===== src/rtl/mirror_pkg.sv =====
package mirror_pkg;
   localparam int unsigned MAX_PORTS   = 32;
   localparam int unsigned SEL_W       = 2;
   localparam int unsigned SEL_SRC_BIT = 0;
   localparam int unsigned SEL_DIR_BIT = 1;
   localparam int unsigned NUM_TGT     = 3;

   typedef enum logic [1:0] {
      TGT_DST = 2'd0,
      TGT_RX  = 2'd1,
      TGT_TX  = 2'd2
   } mask_tgt_e;

   function automatic mask_tgt_e decode_sel(input logic [SEL_W-1:0] s);
      if (!s[SEL_SRC_BIT])     return TGT_DST;
      else if (s[SEL_DIR_BIT]) return TGT_TX;
      else                     return TGT_RX;
   endfunction
endpackage


===== src/rtl/mirror_cfg_regs.sv =====
module mirror_cfg_regs
   import mirror_pkg::*;
#(
   parameter int unsigned NUM_PORTS = 32
) (
   input  logic                 clk,
   input  logic                 rst_n,
   input  logic                 cfg_sel_we,
   input  logic [SEL_W-1:0]     cfg_sel_wdata,
   input  logic                 cfg_mask_we,
   input  logic [NUM_PORTS-1:0] cfg_mask_wdata,
   output logic [NUM_PORTS-1:0] dst_mask,
   output logic [NUM_PORTS-1:0] rx_mask,
   output logic [NUM_PORTS-1:0] tx_mask
);
   logic [SEL_W-1:0]     sel_q;
   mask_tgt_e            tgt;
   logic [NUM_PORTS-1:0] mask_q [NUM_TGT];

   always_ff @(posedge clk) begin
      if (!rst_n)          sel_q <= '0;
      else if (cfg_sel_we) sel_q <= cfg_sel_wdata;
   end

   assign tgt = decode_sel(sel_q);

   for (genvar k = 0; k < NUM_TGT; k++) begin : g_mask
      always_ff @(posedge clk) begin
         if (!rst_n)
            mask_q[k] <= '0;
         else if (cfg_mask_we && (tgt == mask_tgt_e'(k)))
            mask_q[k] <= cfg_mask_wdata;
      end
   end

   assign dst_mask = mask_q[TGT_DST];
   assign rx_mask  = mask_q[TGT_RX];
   assign tx_mask  = mask_q[TGT_TX];

   // destination replaced whenever select bit 0 is clear
   a_r4_dst_write: assert property (@(posedge clk) disable iff (!rst_n)
      (cfg_mask_we && !sel_q[SEL_SRC_BIT]) |=> (dst_mask == $past(cfg_mask_wdata)));
   // receive and transmit sources
   a_r5_rx_write: assert property (@(posedge clk) disable iff (!rst_n)
      (cfg_mask_we && sel_q == 2'b01) |=> (rx_mask == $past(cfg_mask_wdata)));
   a_r5_tx_write: assert property (@(posedge clk) disable iff (!rst_n)
      (cfg_mask_we && sel_q == 2'b11) |=> (tx_mask == $past(cfg_mask_wdata)));
   // other masks untouched
   a_r10_dst_only: assert property (@(posedge clk) disable iff (!rst_n)
      (cfg_mask_we && !sel_q[SEL_SRC_BIT]) |=> ($stable(rx_mask) && $stable(tx_mask)));
   a_r10_no_write_hold: assert property (@(posedge clk) disable iff (!rst_n)
      !cfg_mask_we |=> ($stable(rx_mask) && $stable(tx_mask) && $stable(dst_mask)));
endmodule


===== src/rtl/mirror_hit_detect.sv =====
module mirror_hit_detect #(
   parameter int unsigned NUM_PORTS = 32,
   parameter int unsigned PIDX_W    = 5
) (
   input  logic [PIDX_W-1:0]    ingress,
   input  logic [NUM_PORTS-1:0] fwd_mask,
   input  logic [NUM_PORTS-1:0] rx_mask,
   input  logic [NUM_PORTS-1:0] tx_mask,
   output logic [NUM_PORTS-1:0] ingress_oh,
   output logic                 rx_hit,
   output logic                 tx_hit
);
   for (genvar p = 0; p < NUM_PORTS; p++) begin : g_oh
      assign ingress_oh[p] = (ingress == PIDX_W'(p));
   end

   assign rx_hit = |(ingress_oh & rx_mask);
   assign tx_hit = |(fwd_mask & tx_mask);

   always_comb begin
      a_oh_single: assert ($onehot0(ingress_oh));
   end
endmodule


===== src/rtl/mirror_mask_merge.sv =====
module mirror_mask_merge #(
   parameter int unsigned NUM_PORTS = 32,
   parameter int unsigned PIDX_W    = 5
) (
   input  logic                 clk,
   input  logic                 rst_n,
   input  logic                 mirror_en,
   input  logic                 req_valid,
   input  logic [PIDX_W-1:0]    req_ingress,
   input  logic [NUM_PORTS-1:0] req_fwd_mask,
   input  logic [NUM_PORTS-1:0] ingress_oh,
   input  logic [NUM_PORTS-1:0] dst_mask,
   input  logic                 rx_hit,
   input  logic                 tx_hit,
   output logic                 rsp_valid,
   output logic [NUM_PORTS-1:0] rsp_mask
);
   logic                 hit;
   logic [NUM_PORTS-1:0] base, add, nxt;

   assign hit = rx_hit | tx_hit;

   always_comb begin
      base = req_fwd_mask & ~dst_mask;
      add  = hit ? (dst_mask & ~ingress_oh) : '0;
      nxt  = mirror_en ? (base | add) : req_fwd_mask;
   end

   always_ff @(posedge clk) begin
      if (!rst_n) begin
         rsp_valid <= 1'b0;
         rsp_mask  <= '0;
      end else begin
         rsp_valid <= req_valid;
         if (req_valid) rsp_mask <= nxt;
      end
   end

   a_r2_valid_follows: assert property (@(posedge clk) disable iff (!rst_n)
      req_valid |=> rsp_valid);
   a_r2_valid_single: assert property (@(posedge clk) disable iff (!rst_n)
      !req_valid |=> !rsp_valid);
   a_r3_bypass: assert property (@(posedge clk) disable iff (!rst_n)
      (req_valid && !mirror_en) |=> (rsp_mask == $past(req_fwd_mask)));
   a_r8_dst_cleared: assert property (@(posedge clk) disable iff (!rst_n)
      (req_valid && mirror_en && !rx_hit && !tx_hit) |=> ((rsp_mask & $past(dst_mask)) == '0));
   a_r6_rx_adds: assert property (@(posedge clk) disable iff (!rst_n)
      (req_valid && mirror_en && rx_hit) |=>
         (((rsp_mask | $past(ingress_oh)) & $past(dst_mask)) == $past(dst_mask)));
   a_r9_no_reflect: assert property (@(posedge clk) disable iff (!rst_n)
      (req_valid && mirror_en && !req_fwd_mask[req_ingress]) |=> !rsp_mask[$past(req_ingress)]);
endmodule


===== src/rtl/mirror_mask_gen.sv =====
module mirror_mask_gen
   import mirror_pkg::*;
#(
   parameter int unsigned NUM_PORTS = 32,
   localparam int unsigned PIDX_W   = (NUM_PORTS > 1) ? $clog2(NUM_PORTS) : 1
) (
   input  logic                 clk,
   input  logic                 rst_n,
   input  logic                 mirror_en,
   input  logic                 cfg_sel_we,
   input  logic [1:0]           cfg_sel_wdata,
   input  logic                 cfg_mask_we,
   input  logic [NUM_PORTS-1:0] cfg_mask_wdata,
   input  logic                 req_valid,
   input  logic [PIDX_W-1:0]    req_ingress,
   input  logic [NUM_PORTS-1:0] req_fwd_mask,
   output logic                 rsp_valid,
   output logic [NUM_PORTS-1:0] rsp_mask
);
   if (NUM_PORTS < 1 || NUM_PORTS > MAX_PORTS) begin : g_bad_ports
      $error("mirror_mask_gen: NUM_PORTS out of range");
   end

   logic [NUM_PORTS-1:0] dst_mask, rx_mask, tx_mask, ingress_oh;
   logic                 rx_hit, tx_hit;

   mirror_cfg_regs #(.NUM_PORTS(NUM_PORTS)) u_cfg (
      .clk            (clk),
      .rst_n          (rst_n),
      .cfg_sel_we     (cfg_sel_we),
      .cfg_sel_wdata  (cfg_sel_wdata),
      .cfg_mask_we    (cfg_mask_we),
      .cfg_mask_wdata (cfg_mask_wdata),
      .dst_mask       (dst_mask),
      .rx_mask        (rx_mask),
      .tx_mask        (tx_mask)
   );

   mirror_hit_detect #(.NUM_PORTS(NUM_PORTS), .PIDX_W(PIDX_W)) u_hit (
      .ingress    (req_ingress),
      .fwd_mask   (req_fwd_mask),
      .rx_mask    (rx_mask),
      .tx_mask    (tx_mask),
      .ingress_oh (ingress_oh),
      .rx_hit     (rx_hit),
      .tx_hit     (tx_hit)
   );

   mirror_mask_merge #(.NUM_PORTS(NUM_PORTS), .PIDX_W(PIDX_W)) u_merge (
      .clk          (clk),
      .rst_n        (rst_n),
      .mirror_en    (mirror_en),
      .req_valid    (req_valid),
      .req_ingress  (req_ingress),
      .req_fwd_mask (req_fwd_mask),
      .ingress_oh   (ingress_oh),
      .dst_mask     (dst_mask),
      .rx_hit       (rx_hit),
      .tx_hit       (tx_hit),
      .rsp_valid    (rsp_valid),
      .rsp_mask     (rsp_mask)
   );

   // idle output after reset
   a_r1_reset_idle: assert property (@(posedge clk) !rst_n |=> (!rsp_valid && rsp_mask == '0));
endmodule


===== config.mk =====
export PLATFORM = sky130hd
export DESIGN_NAME = mirror_mask_gen
export DESIGN_NICKNAME = d
export VERILOG_FILES = /design/src/rtl/mirror_pkg.sv /design/src/rtl/mirror_cfg_regs.sv /design/src/rtl/mirror_hit_detect.sv /design/src/rtl/mirror_mask_merge.sv /design/src/rtl/mirror_mask_gen.sv
export SDC_FILE = /design/constraint.sdc
export NUM_CORES = 1
export LEC_CHECK = 0
export BUFFER_PORTS_ARGS = -buffer_cell sky130_fd_sc_hd__buf_2
export CAP_MARGIN = 20
export CELL_PAD_IN_SITES_DETAIL_PLACEMENT = 0
export CELL_PAD_IN_SITES_GLOBAL_PLACEMENT = 1
export CORE_MARGIN = 8
export CORE_UTILIZATION = 40
export DETAILED_ROUTE_END_ITERATION = 6
export GPL_TIMING_DRIVEN = 0
export PLACE_DENSITY = 0.78
export RECOVER_POWER = 25
export SLEW_MARGIN = 40
export SYNTH_ARGS = -nofsm -noshare
export SYNTH_HDL_FRONTEND = slang
export SYNTH_SLANG_ARGS = --single-unit

===== constraint.sdc =====
create_clock -name clk -period 2.97 [get_ports clk]
set_input_delay 0.297 -clock clk [delete_from_list [all_inputs] [get_ports clk]]
set_output_delay 0.297 -clock clk [all_outputs]
set_load 0.005 [all_outputs]

# Yosys cells after proc, flatten, opt, wreduce, memory -nomap -nowiden

Memory sizes are Yosys's and may differ from the RTL's.
Cells that the tools add are included.

Muxes and demuxes: 17
Eq/ne operators: 33
Bitwise operators: 11
Reduce and logical (&&, ||, !) cells: 7

Operators by type and width:

| operator             | number |
|---|---|
| $mux W32             | 5 |
| $and A32 B32 Y32     | 4 |
| $eq A5 B5 Y1 const B | 16 |
| $not A32 Y32         | 2 |
| $reduce_or A32 Y1    | 2 |
| $eq A5 B4 Y1 const B | 8 |
| $or A32 B32 Y32      | 1 |
| $eq A5 B3 Y1 const B | 4 |
| $eq A5 B2 Y1 const B | 2 |
| $mux W1              | 10 |
| $eq A5 B1 Y1 const B | 1 |
| $logic_not A5 Y1     | 1 |
| $mux W2              | 2 |
| $or A1 B1 Y1         | 4 |
| $logic_and A1 B1 Y1  | 3 |
| $eq A2 B1 Y1 const B | 1 |
| $eq A2 B2 Y1 const B | 1 |
| $logic_not A2 Y1     | 1 |

Output and inout port bits: 33
RAM bits: 96
Register bits: 35
Input port bits: 77
Memories: 1
Logic and storage cells: 72

Memory list:

| name         | depth | bits a word | read ports | clocked after Yosys merged registers in | write ports | RTL line              | RTL |
|---|---|---|---|---|---|---|---|
| u_cfg.mask_q | 3     | 32          | 3          | 0                                       | 3           | mirror_cfg_regs.sv:18 | `logic [NUM_PORTS-1:0] mask_q [NUM_TGT];` |

# Longest topological paths before layout

Gate-level depths: netlist of the first run.

Depth in word-level cells: 8
Gate-level depth with buffers: 9
Depth with buffers taken out: 6

# Modules after synthesis

A second synthesis of the first run with hierarchy kept.

Cell total of the unflattened synthesis: 564
Area, all modules: 6448.7 sq um

By module, submodules not included:

| module            | instances | seq. area each (sq um) | cells each | area each (sq um) |
|---|---|---|---|---|
| mirror_cfg_regs   | 1         | 2922.8                 | 216        | 3723.6 |
| mirror_mask_merge | 1         | 660.6                  | 217        | 1868.0 |
| mirror_hit_detect | 1         | 0.0                    | 131        | 857.1 |

# Worst setup path after synthesis of the first run

No wires, ideal clock.

Path type: register to register
Start: register u_cfg.sel_q[0]
End: memory u_cfg.mask_q[1][0], enable pin
Library setup time: 0.466 ns
Stages on the path, launching flop included: 3
Arrival time: 2.719 ns
Period minus slack after synthesis: 3.185 ns
Buffers on the path: 0
Data required time: 2.504 ns
Setup slack: -0.215 ns
Path through: dfxtp_1 -> nand2_1 -> o21ai_0

RTL lines:

| element                | RTL line              | RTL |
|---|---|---|
| from (decl)            | mirror_cfg_regs.sv:16 | `logic [SEL_W-1:0] sel_q;` |
| from (signal assigned) | mirror_cfg_regs.sv:22 | `else if (cfg_sel_we) sel_q <= cfg_sel_wdata;` |
| to (decl)              | mirror_cfg_regs.sv:18 |  |

==> results.toml, run 1 <==
[run_status]
status = "complete, no violations"

[min_path]
hold_path_class = "in -> reg"
min_to = "u_cfg.sel_q[0]$_SDFFE_PN0P_"
worst_hold_path.num_cells = 3
min_from = "cfg_sel_wdata[0]"

[cells_and_area]
diodes = 0
drive_gt1_share_pct = 18.8
layout.cells.non_filler = 1000
design_area_mm2 = 0.00802
final_nets = 844
fin_util_pct = 48.9
area_growth_pct = 21.1

[timing]
rsz0062_at_grt = "false"
worst_pin_slew_ps = 1050
setup_violations = 0
finalCritPeriodShare_pct = 90.0
period_minus_slack_ps = 2670
finalHoldViolations = 0
drv_slew = 0
fmax_ghz = 0.374
timing.hold.ws_ps = 104
finalSetupTns_ps = 0
worst_clock_skew_ps = 10.2
relSlewSlack_pct = 30.0

[worst_setup_path]
rr_startpoint = "u_cfg.sel_q[0]$_SDFFE_PN0P_"
max_stage_delay_ps = 850
cp-start-kind = "flop"
regToRegSetupSlack_ps = 300
crit_chain = "o21ai_0 -> clkbuf_1 -> clkbuf_1"
crit_start = "u_cfg.sel_q[0]$_SDFFE_PN0P_"
crit_path_frequent_cell = "clkbuf_1"
arrival_ps = 2720
required_ps = 3020
critPathKind = "reg -> reg"
crit_fanout = 17
endpoint_kind = "flop"
r2r_cells = 3
r2r-end = "u_cfg.mask_q[0][2]$_SDFFCE_PN0P_"
crit_path_top_delay_cell = "clkbuf_1"

[placed_design]
dp_hpwl_um = 17400
placed_cells = 968
place.gp.congestion = 0.918
numPortBuffers = 107
place_area_mm2 = 0.00755

[synthesis]
netlist_area_mm2 = 0.00662
syn_avg_cell_area_um2 = 10.4
yosys_warnings = 0
synth-async-reset-ratio_pct = 0
synth.ff_latch_count = 131
syn_nets = 714
synth-edff-count = 96
synth_ff_type = "edfxtp_1"
synth.distinct_cells = 49
synth_seq_area_share_pct = 54.1
syn_inst = 637

[floorplanning]
die-area_mm2 = 0.0209
core_area_mm2 = 0.0164
fp-row-count = 47
io_pins = 110
start_util_pct = 40.4
die_x_um = 145
fp.dieH_um = 145

[detailed_routing]
vias = 5582
drc = 0
drt_iter0_drc = 555
wl_per_cell_um = 22.5
routed_wl_um = 22500
firstDrtPassIters = 5
drt.antenna.violating_nets = 0
viasPerCell = 5.58

[clocking]
clock_sinks = 131
hold_buffers = 0
post_cts_buffers = 0
clock_path_buffers = 2
clock_latency_ps = 430
clk_pin_slew_ps = 60
cts-htree-levels = 4
cts_resized = 1
numCtsBuffers = 17
cts_tree = "done"
cts-root-buf = "clkbuf_16"

[power]
p_per_area_mw_per_mm2 = 582
p_leak_nw = 3.11
vdd.ir_drop.worst_mv = 0.412

[global_routing]
gr-usage-all-layers_pct = 22.1
antenna_found_initial = 0
grt_pass1_vias = 5756
grt_max_degree = 33
grt_overflow = 0
grt_pass1_wl_um = 33700

[run]
cap_violations = 0
## routing by layer
| layer | vias to the layer above | wire [um] | GRT usage (%) |
|---|---|---|---|
| li1 | 2588 | - | - |
| met1 | 2680 | 9200 | 27.5 |
| met2 | 252 | 10600 | 35.7 |
| met3 | 62 | 1800 | 5.09 |
| met4 | 0 | 846 | 10.6 |
| met5 | - | 0 | 0 |
## cells in the final DEF, fill, tap and decap left out, drive strengths merged, types with 8 or more instances in the layout
master  instances
a21oi          26
a211oi         26
clkbuf         75
inv             9
a22oi           8
buf            95
nand2          64
a31oi           9
o31a           24
nor3            8
nor2b          16
nor2           90
and2           99
edfxtp         96
or3b           18
dfxtp          35
## cells in the mapped netlist (5+ instances only)
cell	n	area (um^2)
nor2_1	89	334
o221ai_1	6	52.6
a22oi_1	8	60.1
mux2_2	5	56.3
a31oi_1	8	50.1
clkbuf_1	28	105
nor2b_1	15	93.8
or3b_1	18	158
o31a_1	24	210
a211oi_1	26	195
and2_1	98	613
a22o_1	7	61.3
a2bb2oi_1	5	43.8
buf_2	6	30.0
a21oi_1	26	130
o21ai_0	5	25.0
edfxtp_1	96	2880
dfxtp_1	35	701
nand2_1	64	240
nor3_1	8	40.0
buf_6	5	56.3
a21boi_0	5	37.5
a311oi_1	6	52.6
## worst max path at each step
stage                                                   end  slack [ps]
after global routing      u_merge.rsp_mask[31]$_SDFFE_PN0P_         140
after floorplan            u_cfg.mask_q[1][0]$_SDFFCE_PN0P_         640
after detailed placement  u_merge.rsp_mask[23]$_SDFFE_PN0P_         -50
final                      u_cfg.mask_q[0][2]$_SDFFCE_PN0P_         300
after global placement    u_merge.rsp_mask[25]$_SDFFE_PN0P_        -490
after CTS                  u_merge.rsp_mask[3]$_SDFFE_PN0P_         190
## flip-flops by register name (all words and copies together) (netlist names)
signal             count
u_merge.rsp_mask      32
u_cfg.sel_q            2
u_cfg.mask_q          96
u_merge.rsp_valid      1
## critical path, delay by kind of cell (launching register included)
kind	cells	cell delay (ps)
buffers and inverters	2	1580
DFF	1	350
AOI/OAI and AO/OA	1	340
## metrics by stage
stage	power [mW]	setup WS, ps
after detailed placement	2.77	-45.1
after floorplan	2.49	645
after global routing	4.80	139
after CTS	4.67	188
after global placement	2.74	-493
final	4.67	298
## report_power, final
| group | total [mW] | switching (mW) | internal (mW) |
|---|---|---|---|
| registers | 2.13 | 0.0527 | 2.08 |
| logic | 0.592 | 0.369 | 0.223 |
| clock network | 1.94 | 0.868 | 1.07 |
## logic make-up (layout without fill, tap and decap cells)
| logic type | count (synthesis) | after routing | share of synthesized area [%] |
|---|---|---|---|
| and+or+nand+nor | 311 | 311 | 24.6 |
| AOI/OAI and AO/OA | 139 | 139 | 16.2 |
| DFF | 131 | 131 | 54.1 |
| buffers and inverters | 46 | 189 | 3.34 |
| muxes | 10 | 10 | 1.68 |
## final cells by class
class                           count  area [um^2]
Buffer                             41          203
Clock buffer                       18          429
Clock inverter                     14          105
Fill cell                        1554         8390
Inverter                            5         18.8
Multi-Input combinational cell    460         2870
Sequential cell                   131         3580
Tap cell                          220          275
Timing Repair Buffer              111          532
(Power assumes the default switching activity.)
==> run 2, diff against run 1 <==
Settings changed: CORE_UTILIZATION 40 to 44, PLACE_DENSITY 0.78 to not set, PLACE_DENSITY_LB_ADDON set to 0.15.
Clock period 2.97 ns to 3 ns, I/O delays scaled along.
==> run 2 against run 1 <==
Against the previous run: sequential cell count unchanged; highest routed layer unchanged; the run now ends with capacitance limit, slew limit left; combinational power down 1%; routed wire length down 1.8%; count of clock-buffer cells in the layout unchanged; sequential power about the same; sequential share of layout area up 0.056 points; final area down 0.12%; die area down 8.1%.
==> results.toml, run 2 (same netlist as run 1, synthesis figures left out) <==
[detailed_routing]
viasPerCell = 5.77
routed_wl_um = 22100
wl_per_cell_um = 22.8
firstDrtPassIters = 5
drt.antenna.violating_nets = 0
vias = 5576
drt_iter0_drc = 558
drc = 0

[clocking]
post_cts_buffers = 0
hold_buffers = 0
clock_path_buffers = 2
cts_resized = 0
numCtsBuffers = 17
clock_latency_ps = 420
clock_sinks = 131
cts_tree = "done"
clk_pin_slew_ps = 60
cts-root-buf = "clkbuf_16"
cts-htree-levels = 4

[worst_setup_path]
crit_fanout = 7
arrival_ps = 3080
crit_path_top_delay_cell = "nor4b_2"
endpoint_kind = "flop"
required_ps = 3250
crit_chain = "a22oi_1 -> nand4_1 -> a311oi_1 -> o2111ai_2 -> nor4b_2 -> a211oi_1"
cp-start-kind = "flop"
critPathKind = "reg -> reg"
worstPathBufferInverterCount = 0
max_stage_delay_ps = 830
crit_family = "compound AO/OA/AOI/OAI gates"

[timing]
relSlewSlack_pct = -47.3
worst_clock_skew_ps = 5.39
finalHoldViolations = 0
worst_pin_slew_ps = 2190
period_minus_slack_ps = 2820
fmax_ghz = 0.354
drv_slew = 28
finalCritPeriodShare_pct = 94.1
setup_violations = 0
rsz0062_at_grt = "false"

[cells_and_area]
design_area_mm2 = 0.00801
diodes = 0
reg.largest.list = "u_cfg.mask_q x96, u_merge.rsp_mask x32, u_cfg.sel_q x2"
final_nets = 843
drive_gt1_share_pct = 19.4
final_cell_mix = "96 x edfxtp_1, 95 x and2_1, 92 x buf_2, 88 x nor2_1, 63 x nand2_1"
largest_reg_flops = 96
fin_util_pct = 53.5
layout_commonest_cell = "edfxtp_1"
area_growth_pct = 21.0
regMostFlops = "u_cfg.mask_q"
fillers = 1417

[power]
p_total_mw = 4.71
vdd.ir_drop.worst_mv = 0.390
p_per_area_mw_per_mm2 = 588
p_leak_nw = 3.15

[run_status]
status = "finished, violations left"
violations = "capacitance limit, slew limit"

[floorplanning]
start_util_pct = 44.2
core_area_mm2 = 0.0150
die_x_um = 139
io_pins = 110
fp.dieH_um = 139
fp-row-count = 45
die-area_mm2 = 0.0192

[placed_design]
numPortBuffers = 107
dp_hpwl_um = 17200
place.gp.congestion = 0.897
place_area_mm2 = 0.00748

[global_routing]
gr-usage-all-layers_pct = 22.9
antenna_found_initial = 0
grt_pass1_vias = 5626
grt-busiest-layer = "met2"
met3_usage_pct = 5.30
grt_overflow = 0
grt_max_degree = 33
grt_use_met2_pct = 35.7
grt_pass1_wl_um = 33300
grtUsageMet1_pct = 30.8

[min_path]
hold_path_class = "in -> reg"

[run]
cap_violations = 2
==> run 2: cell types whose count changed in the layout (fill, tap and decap cells not counted), moves of 2 or more <==
cell and change:
inv_6 -5, buf_2 +6, clkbuf_1 -9, bufinv_16 +2
clkinv_4 +3, clkinvlp_4 -2, clkinv_1 +2
==> run 2: layer usage <==
layer | up-vias | routed length [um] | part of all wire (%)
li1 | 2585 | - | -
met1 | 2709 | 9850 | 45
met2 | 245 | 10100 | 46
met3 | 37 | 1620 | 7.4
met4 | 0 | 489 | 2.2
met5 | - | 0 | 0
==> run 2: path summary, 6_finish.rpt <==
kind                                     startpoint                                end  slack, ps  cells past startpoint
setup / recovery  u_cfg.mask_q[2][14]$_SDFFCE_PN0P_  u_merge.rsp_mask[31]$_SDFFE_PN0P_        180                      6
hold reg to reg         u_cfg.sel_q[1]$_SDFFE_PN0P_        u_cfg.sel_q[1]$_SDFFE_PN0P_        550                      2
hold / removal                     cfg_sel_wdata[1]        u_cfg.sel_q[1]$_SDFFE_PN0P_        120                      3
setup reg to reg  u_cfg.mask_q[2][14]$_SDFFCE_PN0P_  u_merge.rsp_mask[31]$_SDFFE_PN0P_        180                      6
==> run 2: where the power goes <==
part | leakage, nW | switching (mW) | internal, mW
registers | 1.30 | 0.0546 | 2.06
logic | 1.58 | 0.361 | 0.223
clock network | 0.271 | 0.798 | 1.21
total | 3.15 | 1.21 | 3.50
==> run 2: cell type report <==
class,count,area (um^2),area share (%)
clock buffers,18,429,5.36
flip-flops and latches,131,3580,44.7
well taps,188,235,2.94
multi-input cells,460,2850,35.6
plain buffers,41,203,2.53
repair buffers,110,547,6.83
inverters,5,18.8,0.234
clock inverters,14,140,1.75
==> run 2: stage by stage <==
step | hold slack (ps) | std cells | setup slack [ps] | setup TNS (ps)
after floorplan | 427 | 637 | 675 | 0
after global placement | 539 | 932 | -516 | -10830
after detailed placement | 555 | 935 | -30.6 | -131
after CTS | 119 | 967 | 26.8 | 0
after global routing | 147 | 967 | 122 | 0
final | 121 | 967 | 178 | 0
==> run 2: worst reg2reg max path, cell delays in order, from the launching register on <==
cell and delay, ps:
edfxtp_1 360, a22oi_1 270, nand4_1 230, a311oi_1 390, o2111ai_2 400, nor4b_2 840, a211oi_1 180
==> run 3, diff against run 2 <==
Settings changed: PLACE_DENSITY set to 0.8, PLACE_DENSITY_LB_ADDON 0.15 to not set.
==> run 3 against run 2 <==
Against the previous run: maximum frequency is 2.7% lower; sequential cell count unchanged; the flow now finishes without violations; routed wire length grew 1.5%; clock skew increased by 3.6 ps; sequential power hardly changed; register-to-register slack worse by 80 ps; clock power grew 3%; count of clock-buffer cells in the layout rose by 8; largest power group unchanged; power grew 1.4%; first-iteration DRC count shrank 5.9%; non-clock buffer count rose by 1; hold slack gained 3.9 ps.
==> results.toml, run 3 (same netlist as run 1, synthesis figures left out) <==
[clocking]
cts_tree = "done"
post_cts_buffers = 0
clock_sinks = 131
clock_latency_ps = 420
cts-root-buf = "clkbuf_16"
hold_buffers = 0
clock_path_buffers = 2
cts-htree-levels = 4
clk_pin_slew_ps = 60
numCtsBuffers = 17
cts_resized = 0

[timing]
drv_slew = 0
rsz0062_at_grt = "false"
fmax_ghz = 0.345
period_minus_slack_ps = 2900
finalSetupTns_ps = 0
worst_pin_slew_ps = 1060
relSlewSlack_pct = 29.4
finalCritPeriodShare_pct = 96.6
setup_ws_ps = 101
finalHoldViolations = 0
worst_clock_skew_ps = 8.96
setup_violations = 0

[min_path]
worst_hold_path.num_cells = 3
hold_path_class = "in -> reg"
min_to = "u_cfg.sel_q[1]$_SDFFE_PN0P_"
min_from = "cfg_sel_wdata[1]"

[global_routing]
antenna_found_initial = 0
grt_pass1_vias = 5788
grt_max_degree = 33
grt_pass1_wl_um = 33600
grt_overflow = 0
gr-usage-all-layers_pct = 23.1

[floorplanning]
fp-row-count = 45
core_area_mm2 = 0.0150
fp.dieH_um = 139
die_x_um = 139
start_util_pct = 44.2
die-area_mm2 = 0.0192
io_pins = 110

[placed_design]
dp_hpwl_um = 17300
pre_cts_ws_ps = -6.18
place.gp.congestion = 0.904
place_area_mm2 = 0.00751
numPortBuffers = 107

[detailed_routing]
drt_iter0_drc = 525
vias = 5709
drt.antenna.violating_nets = 0
routed_wl_um = 22400
viasPerCell = 5.90
firstDrtPassIters = 5
wl_per_cell_um = 23.2
drc = 0

[run]
cap_violations = 0

[worst_setup_path]
required_ps = 3240
r2r-end = "u_merge.rsp_mask[3]$_SDFFE_PN0P_"
r2r_cells = 6
critPathKind = "reg -> reg"
rr_startpoint = "u_cfg.mask_q[2][14]$_SDFFCE_PN0P_"
regToRegSetupSlack_ps = 100
crit_fanout = 7
endpoint_kind = "flop"
arrival_ps = 3140
cp-start-kind = "flop"

[cells_and_area]
reg.largest.list = "u_cfg.mask_q x96, u_merge.rsp_mask x32, u_cfg.sel_q x2"
fillers = 1368
design_area_mm2 = 0.00802
diodes = 0
largest_reg_flops = 96
area_growth_pct = 21.1
fin_util_pct = 53.6
regMostFlops = "u_cfg.mask_q"
drive_gt1_share_pct = 18.6
final_cell_mix = "96 x and2_1, 96 x edfxtp_1, 91 x buf_2, 88 x nor2_1, 63 x nand2_1"
final_nets = 844

[run_status]
status = "complete, no violations"

[power]
p_leak_nw = 3.15
vdd.ir_drop.worst_mv = 0.367
p_per_area_mw_per_mm2 = 596
p_total_mw = 4.78
run 3: cell count changes in the layout (fill, tap and decap cells not counted), moves of 2 or more:
| cell | before | now |
|---|---|---|
| clkbuf_1 | 49 | 59 |
| clkinv_4 | 4 | 0 |
| clkinv_1 | 3 | 1 |
| clkinvlp_4 | 3 | 1 |
run 3: per-stage QoR:
| stage | cells | hold slack (ps) |
|---|---|---|
| detailed placement | 936 | 557 |
| global route | 968 | 157 |
| global placement | 932 | 544 |
| CTS | 968 | 122 |
| floorplan | 637 | 427 |
| finish | 968 | 125 |
run 3: worst max-delay path by stage:
stage,startpoint,endpoint,cells after the start
final,u_cfg.mask_q[2][14]$_SDFFCE_PN0P_,u_merge.rsp_mask[3]$_SDFFE_PN0P_,6
after global routing,u_cfg.mask_q[2][14]$_SDFFCE_PN0P_,u_merge.rsp_mask[3]$_SDFFE_PN0P_,6
after CTS,u_cfg.mask_q[2][14]$_SDFFCE_PN0P_,u_merge.rsp_mask[3]$_SDFFE_PN0P_,6
after detailed placement,req_fwd_mask[14],u_merge.rsp_mask[3]$_SDFFE_PN0P_,7
after global placement,req_ingress[0],u_merge.rsp_mask[25]$_SDFFE_PN0P_,8
after floorplan,u_cfg.sel_q[0]$_SDFFE_PN0P_,u_cfg.mask_q[1][0]$_SDFFCE_PN0P_,2
run 3: area by class of cell:
type	instances	area, um^2	area share, %
Sequential cell	131	3580	44.7
Timing Repair Buffer	111	538	6.71
Tap cell	188	235	2.93
Clock buffer	26	469	5.85
Multi-Input combinational cell	460	2870	35.7
Clock inverter	6	108	1.34
Buffer	41	203	2.53
Inverter	5	18.8	0.234
run 3: where the power goes:
part | switching (mW) | leakage, nW | total (mW) | internal, mW
registers | 0.0503 | 1.30 | 2.11 | 2.06
logic | 0.368 | 1.58 | 0.590 | 0.222
clock network | 0.751 | 0.276 | 2.08 | 1.33
run 3: layer usage:
layer	wire length, um	GRT usage (%)	vias to the layer above
met2	10400	36.8	257
li1	-	-	2582
met4	806	11.3	0
met1	9280	28.6	2803
met5	0	0	-
met3	1920	6.33	67
run 3: worst max-delay path, stage by stage (launching register included):
cell and delay, ps:
edfxtp_1 370, a22oi_1 270, nand4_1 240, a311oi_1 380
o2111ai_2 370, nor4b_2 890, a211oi_1 190
